## config.mk

```make
export PLATFORM = sky130hd
export DESIGN_NAME = hp_irq_select
export DESIGN_NICKNAME = d
export VERILOG_FILES = /design/src/rtl/hp_irq_pkg.sv /design/src/rtl/hp_irq_min_find.sv /design/src/rtl/hp_irq_cpu_slot.sv /design/src/rtl/hp_irq_select.sv
export SDC_FILE = /design/constraint.sdc
export NUM_CORES = 2
export LEC_CHECK = 0
export BUFFER_PORTS_ARGS = -buffer_cell sky130_fd_sc_hd__buf_4
export CAP_MARGIN = 20
export CORE_MARGIN = 1.5
export CORE_UTILIZATION = 55
export CTS_CLUSTER_DIAMETER = 60
export CTS_CLUSTER_SIZE = 14
export DETAILED_ROUTE_END_ITERATION = 7
export GPL_TIMING_DRIVEN = 0
export PLACE_DENSITY = 0.75
export SLEW_MARGIN = 20
export SYNTH_ARGS = -nofsm -noshare
export SYNTH_HDL_FRONTEND = slang
export SYNTH_SLANG_ARGS = --single-unit
```

## constraint.sdc

```tcl
create_clock -name clk_i -period 393.4 [get_ports clk_i]
set_input_delay 78.68 -clock clk_i [delete_from_list [all_inputs] [get_ports clk_i]]
set_output_delay 78.68 -clock clk_i [all_outputs]
set_load 0.05 [all_outputs]
```

## src/rtl/hp_irq_pkg.sv

```systemverilog
package hp_irq_pkg;
  localparam int ID_W   = 10;
  localparam int PRIO_W = 8;
  localparam int RUN_W  = PRIO_W + 1;

  typedef logic [ID_W-1:0]   irq_id_t;
  typedef logic [RUN_W-1:0]  run_prio_t;
  typedef logic [PRIO_W-1:0] prio_t;

  localparam irq_id_t   SPURIOUS_ID = irq_id_t'(1023);
  localparam run_prio_t IDLE_PRIO   = run_prio_t'(9'h100);
  localparam prio_t     MASK_RST    = prio_t'(8'hF0);
endpackage

```

## src/rtl/hp_irq_min_find.sv

```systemverilog
module hp_irq_min_find
  import hp_irq_pkg::*;
#(
  parameter int N = 64
) (
  input  logic [N-1:0]        valid_i,
  input  logic [N*PRIO_W-1:0] prio_i,
  output run_prio_t           best_prio_o,
  output irq_id_t             best_id_o
);
  // strict compare keeps the lower ID on ties
  always_comb begin
    best_prio_o = IDLE_PRIO;
    best_id_o   = SPURIOUS_ID;
    for (int i = 0; i < N; i++) begin
      if (valid_i[i] && ({1'b0, prio_i[i*PRIO_W +: PRIO_W]} < best_prio_o)) begin
        best_prio_o = {1'b0, prio_i[i*PRIO_W +: PRIO_W]};
        best_id_o   = irq_id_t'(i);
      end
    end
  end
endmodule

```

## src/rtl/hp_irq_cpu_slot.sv

```systemverilog
module hp_irq_cpu_slot
  import hp_irq_pkg::*;
#(
  parameter int NUM_IRQ = 64
) (
  input  logic                      clk_i,
  input  logic                      rst_ni,
  input  logic                      en_i,
  input  logic [NUM_IRQ-1:0]        enable_i,
  input  logic [NUM_IRQ-1:0]        pending_i,
  input  logic [NUM_IRQ*PRIO_W-1:0] prio_i,
  input  logic                      mask_we_i,
  input  prio_t                     mask_wdata_i,
  input  logic                      ack_i,
  input  logic                      eoi_i,
  input  irq_id_t                   eoi_id_i,
  output logic                      irq_o,
  output irq_id_t                   pend_id_o,
  output irq_id_t                   ack_id_o,
  output logic [NUM_IRQ-1:0]        pend_clr_o,
  output run_prio_t                 run_prio_o,
  output irq_id_t                   run_id_o
);
  prio_t              mask_q;
  logic [NUM_IRQ-1:0] active_q, active_d;
  irq_id_t            pend_id_q;
  logic               irq_q;
  run_prio_t          cand_prio, run_prio;
  irq_id_t            cand_id, run_id;
  logic               ack_hit;

  hp_irq_min_find #(.N(NUM_IRQ)) u_cand (
    .valid_i     (enable_i & pending_i),
    .prio_i      (prio_i),
    .best_prio_o (cand_prio),
    .best_id_o   (cand_id)
  );

  hp_irq_min_find #(.N(NUM_IRQ)) u_run (
    .valid_i     (active_q),
    .prio_i      (prio_i),
    .best_prio_o (run_prio),
    .best_id_o   (run_id)
  );

  assign ack_hit = ack_i && (pend_id_q != SPURIOUS_ID);

  // EOI outside 0..NUM_IRQ-1 matches no bit and is dropped
  always_comb begin
    active_d   = active_q;
    pend_clr_o = '0;
    for (int i = 0; i < NUM_IRQ; i++) begin
      if (eoi_i && (eoi_id_i == irq_id_t'(i))) active_d[i] = 1'b0;
      if (ack_hit && (pend_id_q == irq_id_t'(i))) begin
        active_d[i]   = 1'b1;
        pend_clr_o[i] = 1'b1;
      end
    end
  end

  always_ff @(posedge clk_i or negedge rst_ni) begin
    if (!rst_ni) begin
      mask_q    <= MASK_RST;
      active_q  <= '0;
      pend_id_q <= SPURIOUS_ID;
      irq_q     <= 1'b0;
    end else begin
      if (mask_we_i) mask_q <= mask_wdata_i;
      active_q  <= active_d;
      pend_id_q <= en_i ? cand_id : SPURIOUS_ID;
      irq_q     <= en_i && (cand_prio < {1'b0, mask_q}) && (cand_prio < run_prio);
    end
  end

  assign irq_o      = irq_q;
  assign pend_id_o  = pend_id_q;
  assign ack_id_o   = ack_i ? pend_id_q : SPURIOUS_ID;
  assign run_prio_o = run_prio;
  assign run_id_o   = run_id;
endmodule

```

## src/rtl/hp_irq_select.sv

```systemverilog
module hp_irq_select
  import hp_irq_pkg::*;
#(
  parameter int NUM_CPU = 2,
  parameter int NUM_IRQ = 64
) (
  input  logic                      clk_i,
  input  logic                      rst_ni,
  input  logic                      dist_en_i,
  input  logic [NUM_CPU-1:0]        cpu_en_i,
  input  logic [NUM_IRQ-1:0]        enable_i,
  input  logic [NUM_CPU*NUM_IRQ-1:0] pending_i,
  input  logic [NUM_IRQ*PRIO_W-1:0] prio_i,
  input  logic [NUM_CPU-1:0]        mask_we_i,
  input  logic [PRIO_W-1:0]         mask_wdata_i,
  input  logic [NUM_CPU-1:0]        ack_i,
  input  logic [NUM_CPU-1:0]        eoi_i,
  input  logic [ID_W-1:0]           eoi_id_i,
  output logic [NUM_CPU-1:0]        irq_o,
  output logic [NUM_CPU*ID_W-1:0]   pend_id_o,
  output logic [NUM_CPU*ID_W-1:0]   ack_id_o,
  output logic [NUM_CPU*NUM_IRQ-1:0] pend_clr_o,
  output logic [NUM_CPU*RUN_W-1:0]  run_prio_o,
  output logic [NUM_CPU*ID_W-1:0]   run_id_o
);
  for (genvar c = 0; c < NUM_CPU; c++) begin : g_cpu
    hp_irq_cpu_slot #(.NUM_IRQ(NUM_IRQ)) u_slot (
      .clk_i        (clk_i),
      .rst_ni       (rst_ni),
      .en_i         (dist_en_i & cpu_en_i[c]),
      .enable_i     (enable_i),
      .pending_i    (pending_i[c*NUM_IRQ +: NUM_IRQ]),
      .prio_i       (prio_i),
      .mask_we_i    (mask_we_i[c]),
      .mask_wdata_i (mask_wdata_i),
      .ack_i        (ack_i[c]),
      .eoi_i        (eoi_i[c]),
      .eoi_id_i     (eoi_id_i),
      .irq_o        (irq_o[c]),
      .pend_id_o    (pend_id_o[c*ID_W +: ID_W]),
      .ack_id_o     (ack_id_o[c*ID_W +: ID_W]),
      .pend_clr_o   (pend_clr_o[c*NUM_IRQ +: NUM_IRQ]),
      .run_prio_o   (run_prio_o[c*RUN_W +: RUN_W]),
      .run_id_o     (run_id_o[c*ID_W +: ID_W])
    );
  end
endmodule

```

# Word-level counts from Yosys, hierarchy flattened
# Cells that the tools add are included.
dict set report word_totals {
  output_inout_bits 208
  register_bits 166
  in_bits 733
  wordCells 2130
}
dict set report classes {
  n_lt_le_gt_ge 256
  n_eq_ne 191
  bitwise 4
  reduce_logical 645
  mux 900
}
# op count
set op_table {}
lappend op_table {{10-bit 2-to-1 mux} 260}
lappend op_table {{9-bit 2-to-1 mux} 256}
lappend op_table {{8-bit by 9-bit < comparator with 1-bit output} 252}
lappend op_table {{10-bit by 6-bit equality test with 1-bit output (second input constant)} 96}
lappend op_table {{1-bit logical AND} 514}
lappend op_table {{10-bit by 5-bit equality test with 1-bit output (second input constant)} 48}
lappend op_table {{1-bit 2-to-1 mux} 384}
lappend op_table {{2-bit nonzero test} 128}
lappend op_table {{10-bit by 4-bit equality test with 1-bit output (second input constant)} 24}
lappend op_table {{64-bit AND} 2}
lappend op_table {{10-bit by 3-bit equality test with 1-bit output (second input constant)} 12}
lappend op_table {{10-bit by 2-bit equality test with 1-bit output (second input constant)} 6}
lappend op_table {{10-bit by 1-bit equality test with 1-bit output (second input constant)} 3}
lappend op_table {{10-bit logical NOT} 3}
lappend op_table {{10-bit inequality test (second input constant)} 2}
lappend op_table {{9-bit by 8-bit < comparator with 1-bit output} 2}
lappend op_table {{9-bit < comparator} 2}
lappend op_table {{1-bit AND} 2}

# Logic depth before layout (Yosys ltp)
dict set report depth {
  ltp_word 194
  mapped_depth 724
  ltp_nobuf 668
}

# Cells and area by module
# A second synthesis with hierarchy kept.
dict set report hier_totals {
  hier_cells 14234
  area_unflattened_um2 100861.7
}
# mod cells_each seq_area_each_um2 area_each_um2 n_inst
set by_module_without_submodules {}
lappend by_module_without_submodules {{hp_irq_min_find (g_cpu[1].u_slot.u_run)} 3413 0.0 24069.3 1}
lappend by_module_without_submodules {{hp_irq_min_find (g_cpu[1].u_slot.u_cand)} 3259 0.0 23231.0 1}
lappend by_module_without_submodules {{hp_irq_min_find (g_cpu[0].u_slot.u_run)} 3336 0.0 22868.2 1}
lappend by_module_without_submodules {{hp_irq_min_find (g_cpu[0].u_slot.u_cand)} 3196 0.0 21904.8 1}
lappend by_module_without_submodules {hp_irq_cpu_slot 514 2094.5 4388.0 2}
lappend by_module_without_submodules {hp_irq_select 2 0.0 12.5 1}

# Worst setup path before layout
# OpenSTA, ideal clock, no wires.
dict set report synth_path {
  path_type {in2out}
  startpoint {input prio_i[1]}
  endpoint {output run_id_o[17]}
  arrival_time_ns 198.399
  n_path_buf 62
  required_time_ns 314.720
  path_slack_ns 116.321
  path_stages 678
  cell_sequence {nand2_1 ha_1 a21o_1 a21o_1 a21o_1 a21o_1 a21o_1 a21o_1 a21oi_1 o21ai_0 clkbuf_1 o21ai_0 inv_1 ha_1 a21o_1 a21o_1 a21o_1 a21o_1 [... 642 more ...] ha_1 a21oi_1 o21ai_0 nor3_1 a21oi_1 nand2_1 o21ai_1 mux2_2 ha_1 a21o_1 a21o_1 a21o_1 a41oi_1 o21ai_0 o21ai_0 nand2b_1 nor2_1 buf_4}
}
dict set report synth_via {
  elab_chain_len 190
  word_cells_on_any_way 252
  classes_between {order compare: 63; mux: 126; reduce/logical: 63}
}
# element line_no
set synth_lines {}
lappend synth_lines {{from (decl)} hp_irq_select.sv:13} ;# input logic [NUM_IRQ*PRIO_W-1:0] prio_i,
lappend synth_lines {{9-bit 2-to-1 mux *} hp_irq_min_find.sv:16} ;# if (valid_i[i] && ({1'b0, prio_i[i*PRIO_W +: PRIO_W]} < best_prio_o)) begin
lappend synth_lines {{8-bit by 9-bit < comparator with 1-bit output} hp_irq_min_find.sv:16}
lappend synth_lines {{1-bit logical AND} hp_irq_min_find.sv:16}
lappend synth_lines {{9-bit 2-to-1 mux} hp_irq_min_find.sv:16}
lappend synth_lines {{8-bit by 9-bit < comparator with 1-bit output} hp_irq_min_find.sv:16}
lappend synth_lines {{1-bit logical AND} hp_irq_min_find.sv:16}
lappend synth_lines {{9-bit 2-to-1 mux} hp_irq_min_find.sv:16}
lappend synth_lines {{8-bit by 9-bit < comparator with 1-bit output} hp_irq_min_find.sv:16}
lappend synth_lines {{[... 174 more ...]} -}
lappend synth_lines {{1-bit logical AND} hp_irq_min_find.sv:16}
lappend synth_lines {{9-bit 2-to-1 mux} hp_irq_min_find.sv:16}
lappend synth_lines {{8-bit by 9-bit < comparator with 1-bit output} hp_irq_min_find.sv:16}
lappend synth_lines {{1-bit logical AND} hp_irq_min_find.sv:16}
lappend synth_lines {{9-bit 2-to-1 mux} hp_irq_min_find.sv:16}
lappend synth_lines {{8-bit by 9-bit < comparator with 1-bit output} hp_irq_min_find.sv:16}
lappend synth_lines {{1-bit logical AND} hp_irq_min_find.sv:16}
lappend synth_lines {{10-bit 2-to-1 mux *} hp_irq_min_find.sv:16}
lappend synth_lines {{to (decl)} hp_irq_select.sv:24} ;# output logic [NUM_CPU*ID_W-1:0] run_id_o
# Every way passes the cells marked *; elsewhere a longest branch is shown, timed or not.

# Worst setup path in the final report
dict set report layout_path {
  startpoint {input prio_i[1]}
  endpoint {output run_id_o[14]}
}
# The elaborated chain is that of the path after synthesis.

==> results.cfg <==
[floorplanning]
io_pins = 941
rows = 150
die_area_sq_um = 170000
die_h_microns = 413
die_w_microns = 413
start_util = 0.553
core_sq_um = 167000

[detailed_routing]
drt_iter0_drc = 12700
ant_nets = 0
via_count = 112000
routedWlPerCell_microns = 26.4
drc_errors = 19
drt-vias-per-instance = 6.83
first_pass_iters = 8
wirelength_microns = 431000

[logic_synthesis]
ys.flop_type = dfrtp_1
synthesis.area_sq_um = 92200
syn-num-nets = 15500
yosysSeqAreaShare = 0.0437
yosysWarningCount = 0
synth-async-reset-ratio = 1.00
synth.area.top_cells = ha_1 23%, o21ai_0 6.8%, a21oi_1 6.0%
synth_cell_types = 193
synth_top_area_share = 0.227
ys_seq_elements = 160
synth.largest_area_cell = ha_1
netlist_instances = 13100
synth_enable_flop_cells = 0
syn_avg_cell_area_sq_um = 7.04

[finish]
multi_input_area_sq_um = 81100
num-nets-final = 16400
seq_area_sq_um = 4030
final_layout_size_suffix_gt1_frac = 0.146
syn2layout_area_growth_pct = 11.5
fillers = 15700

[run]
max-cap-violations = 0

[critical_path]
worstSetupPathType = in2out
worstSetupStartpointType = input port
crit_path_end_kind = output port
crit_slowest_cell = a2111oi_0
cp_max_fo = 10
cp.required_ns = 314.72
path_common_cell = a21oi_1
worstPathArrival_ns = 226.43
slowest_delay_ns = 0.93

[sta]
grt_setup_unrepaired = no
slew_violations = 0
worst_pin_slew_ns = 1.25
slew_headroom = 0.158
fmax_ghz = 0.00328
setup_tns_ns = 0
final_hold_viol_count = 0
finClkSkew_ns = 0.0218
fin_crit_sh = 0.776
setup-violations-final = 0
fin_crit_ns = 305.11

[run_status]
outcome = finished, violations left
violations = DRC

[clock_tree]
cts-root-buf = clkbuf_16
postCtsSetupBuffers = 0
cts_hold_buf = 0
cts_tree = yes
htreeDepth = 4
cts_buffers = 17
cts.reportedPaths.clkPinSlew_ns = 0.08
insertion_delay_ns = 0.49
cts.path.max_buffers = 2
cts_sinks = 160
cts_resized = 0

[place]
port-buffer-count = 913
gp_congestion = 1.08
hpwl_microns = 363000

[hold_path]
worstHoldPathType = reg2reg

[grt]
globalRouteOverflowTotal = 0
grt_max_degree = 97
antenna_found_initial = 99
grt_pass1_vias = 105000
grt_pass1_wl_microns = 630000
grt_util_all_layers = 0.479
==> cell type report <==
type | instances | share of cell area
timing repair buffer | 919 | 0.0674
multi-input combinational | 11300 | 0.788
clock buffer | 17 | 0.00414
tap | 2204 | 0.0268
sequential | 160 | 0.0392
buffer | 417 | 0.0264
antenna | 90 | 0.00219
clock inverter | 15 | 0.00193
inverter | 1198 | 0.0437
==> synth_stat cells, drive strengths merged (35+ instances only) <==
cell / n
o31ai: 97
a31oi: 134
o22ai: 76
inv: 1190
clkbuf: 278
nand2: 1269
a41oi: 41
o21ai: 1354
nor3: 188
or2: 85
o221a: 38
a211oi: 150
and2: 133
a21boi: 99
a211o: 68
o2111ai: 50
a21o: 526
nand4: 204
ha: 1674
o21a: 237
o211a: 75
a2111oi: 60
nor4: 55
mux2i: 418
o21bai: 65
o311ai: 39
nand3: 248
mux2: 417
a21oi: 1131
a31o: 39
nor2: 1188
o211ai: 166
dfrtp: 138
nand2b: 133
and3: 61
nor2b: 175
or3: 90
o31a: 35
buf: 130
==> path summary, 6_finish.rpt <==
path	start	endpoint	slack, ns	depth (start not counted)
max	prio_i[1]	run_id_o[14]	88.29	676
min	g_cpu[0].u_slot.mask_q[4]	g_cpu[0].u_slot.mask_q[4]	0.52	2
max reg2reg	g_cpu[1].u_slot.active_q[0]	g_cpu[1].u_slot.irq_o	243.57	682
min reg2reg	g_cpu[0].u_slot.mask_q[4]	g_cpu[0].u_slot.mask_q[4]	0.52	2
max in group asynchronous	rst_ni	g_cpu[0].u_slot.active_q[15]	314.25	2
min in group asynchronous	rst_ni	g_cpu[1].u_slot.irq_o	78.15	1
==> worst max-delay path: cells and delay by family <==
family | cells | cell delay (ns)
simple gates | 148 | 23.16
fa+ha+maj | 63 | 17.60
mux | 27 | 10.47
buf+inv | 93 | 25.37
compound gates | 345 | 70.94
==> through the flow <==
step           area (sq um)  setup slack (ns)  instances  utilization  hold WS [ns]
3_5_place_dp         102000             91.91      16200        0.611         0.504
2_1_floorplan         92200            116.32      13100            -         0.475
4_1_cts              103000             91.38      16300        0.615         0.519
6_report             103000             88.29      16300        0.616         0.518
5_1_grt              103000             76.48      16300        0.616         0.526
3_3_place_gp         102000             94.58      16200        0.610         0.497
==> placed cells by master (no fill, tap or decap), types with 394 or more instances in the layout <==
| cell | count |
|---|---|
| mux2_2 | 394 |
| nor2_1 | 1178 |
| ha_1 | 1674 |
| mux2i_1 | 413 |
| a21oi_1 | 1113 |
| a21o_1 | 502 |
| o21ai_0 | 1254 |
| nand2_1 | 1265 |
| buf_4 | 970 |
| inv_1 | 1186 |
==> cell families (layout without fill, tap and decap cells) <==
family	after synthesis	in the layout	share of synthesized area
compound gates	4798	4798	0.346
simple gates	3984	3984	0.204
flops	160	160	0.0437
mux	835	835	0.0973
buf+inv	1615	2566	0.0782
fa+ha+maj	1707	1707	0.231
other cells	0	90	0
==> routing by layer <==
metal | part of all wire | track usage | vias up | wire length (microns)
li1 | - | - | 50700 | -
met1 | 0.37 | 0.561 | 52000 | 159000
met2 | 0.42 | 0.727 | 7097 | 180000
met3 | 0.12 | 0.129 | 1915 | 50900
met4 | 0.096 | 0.395 | 32 | 41300
met5 | 0.00088 | 0.00678 | - | 380
==> flip-flops by register name, summed over array words and instances, names as in the netlist <==
| name | cells |
|---|---|
| g_cpu.u_slot.active_q | 128 |
| g_cpu.u_slot.irq_o | 2 |
| g_cpu.u_slot.mask_q | 16 |
| g_cpu.u_slot.pend_id_o | 14 |
Power is left out: the tool's default activity adds up to more than one toggle a clock period on the data nets, which glitch-free logic cannot reach.
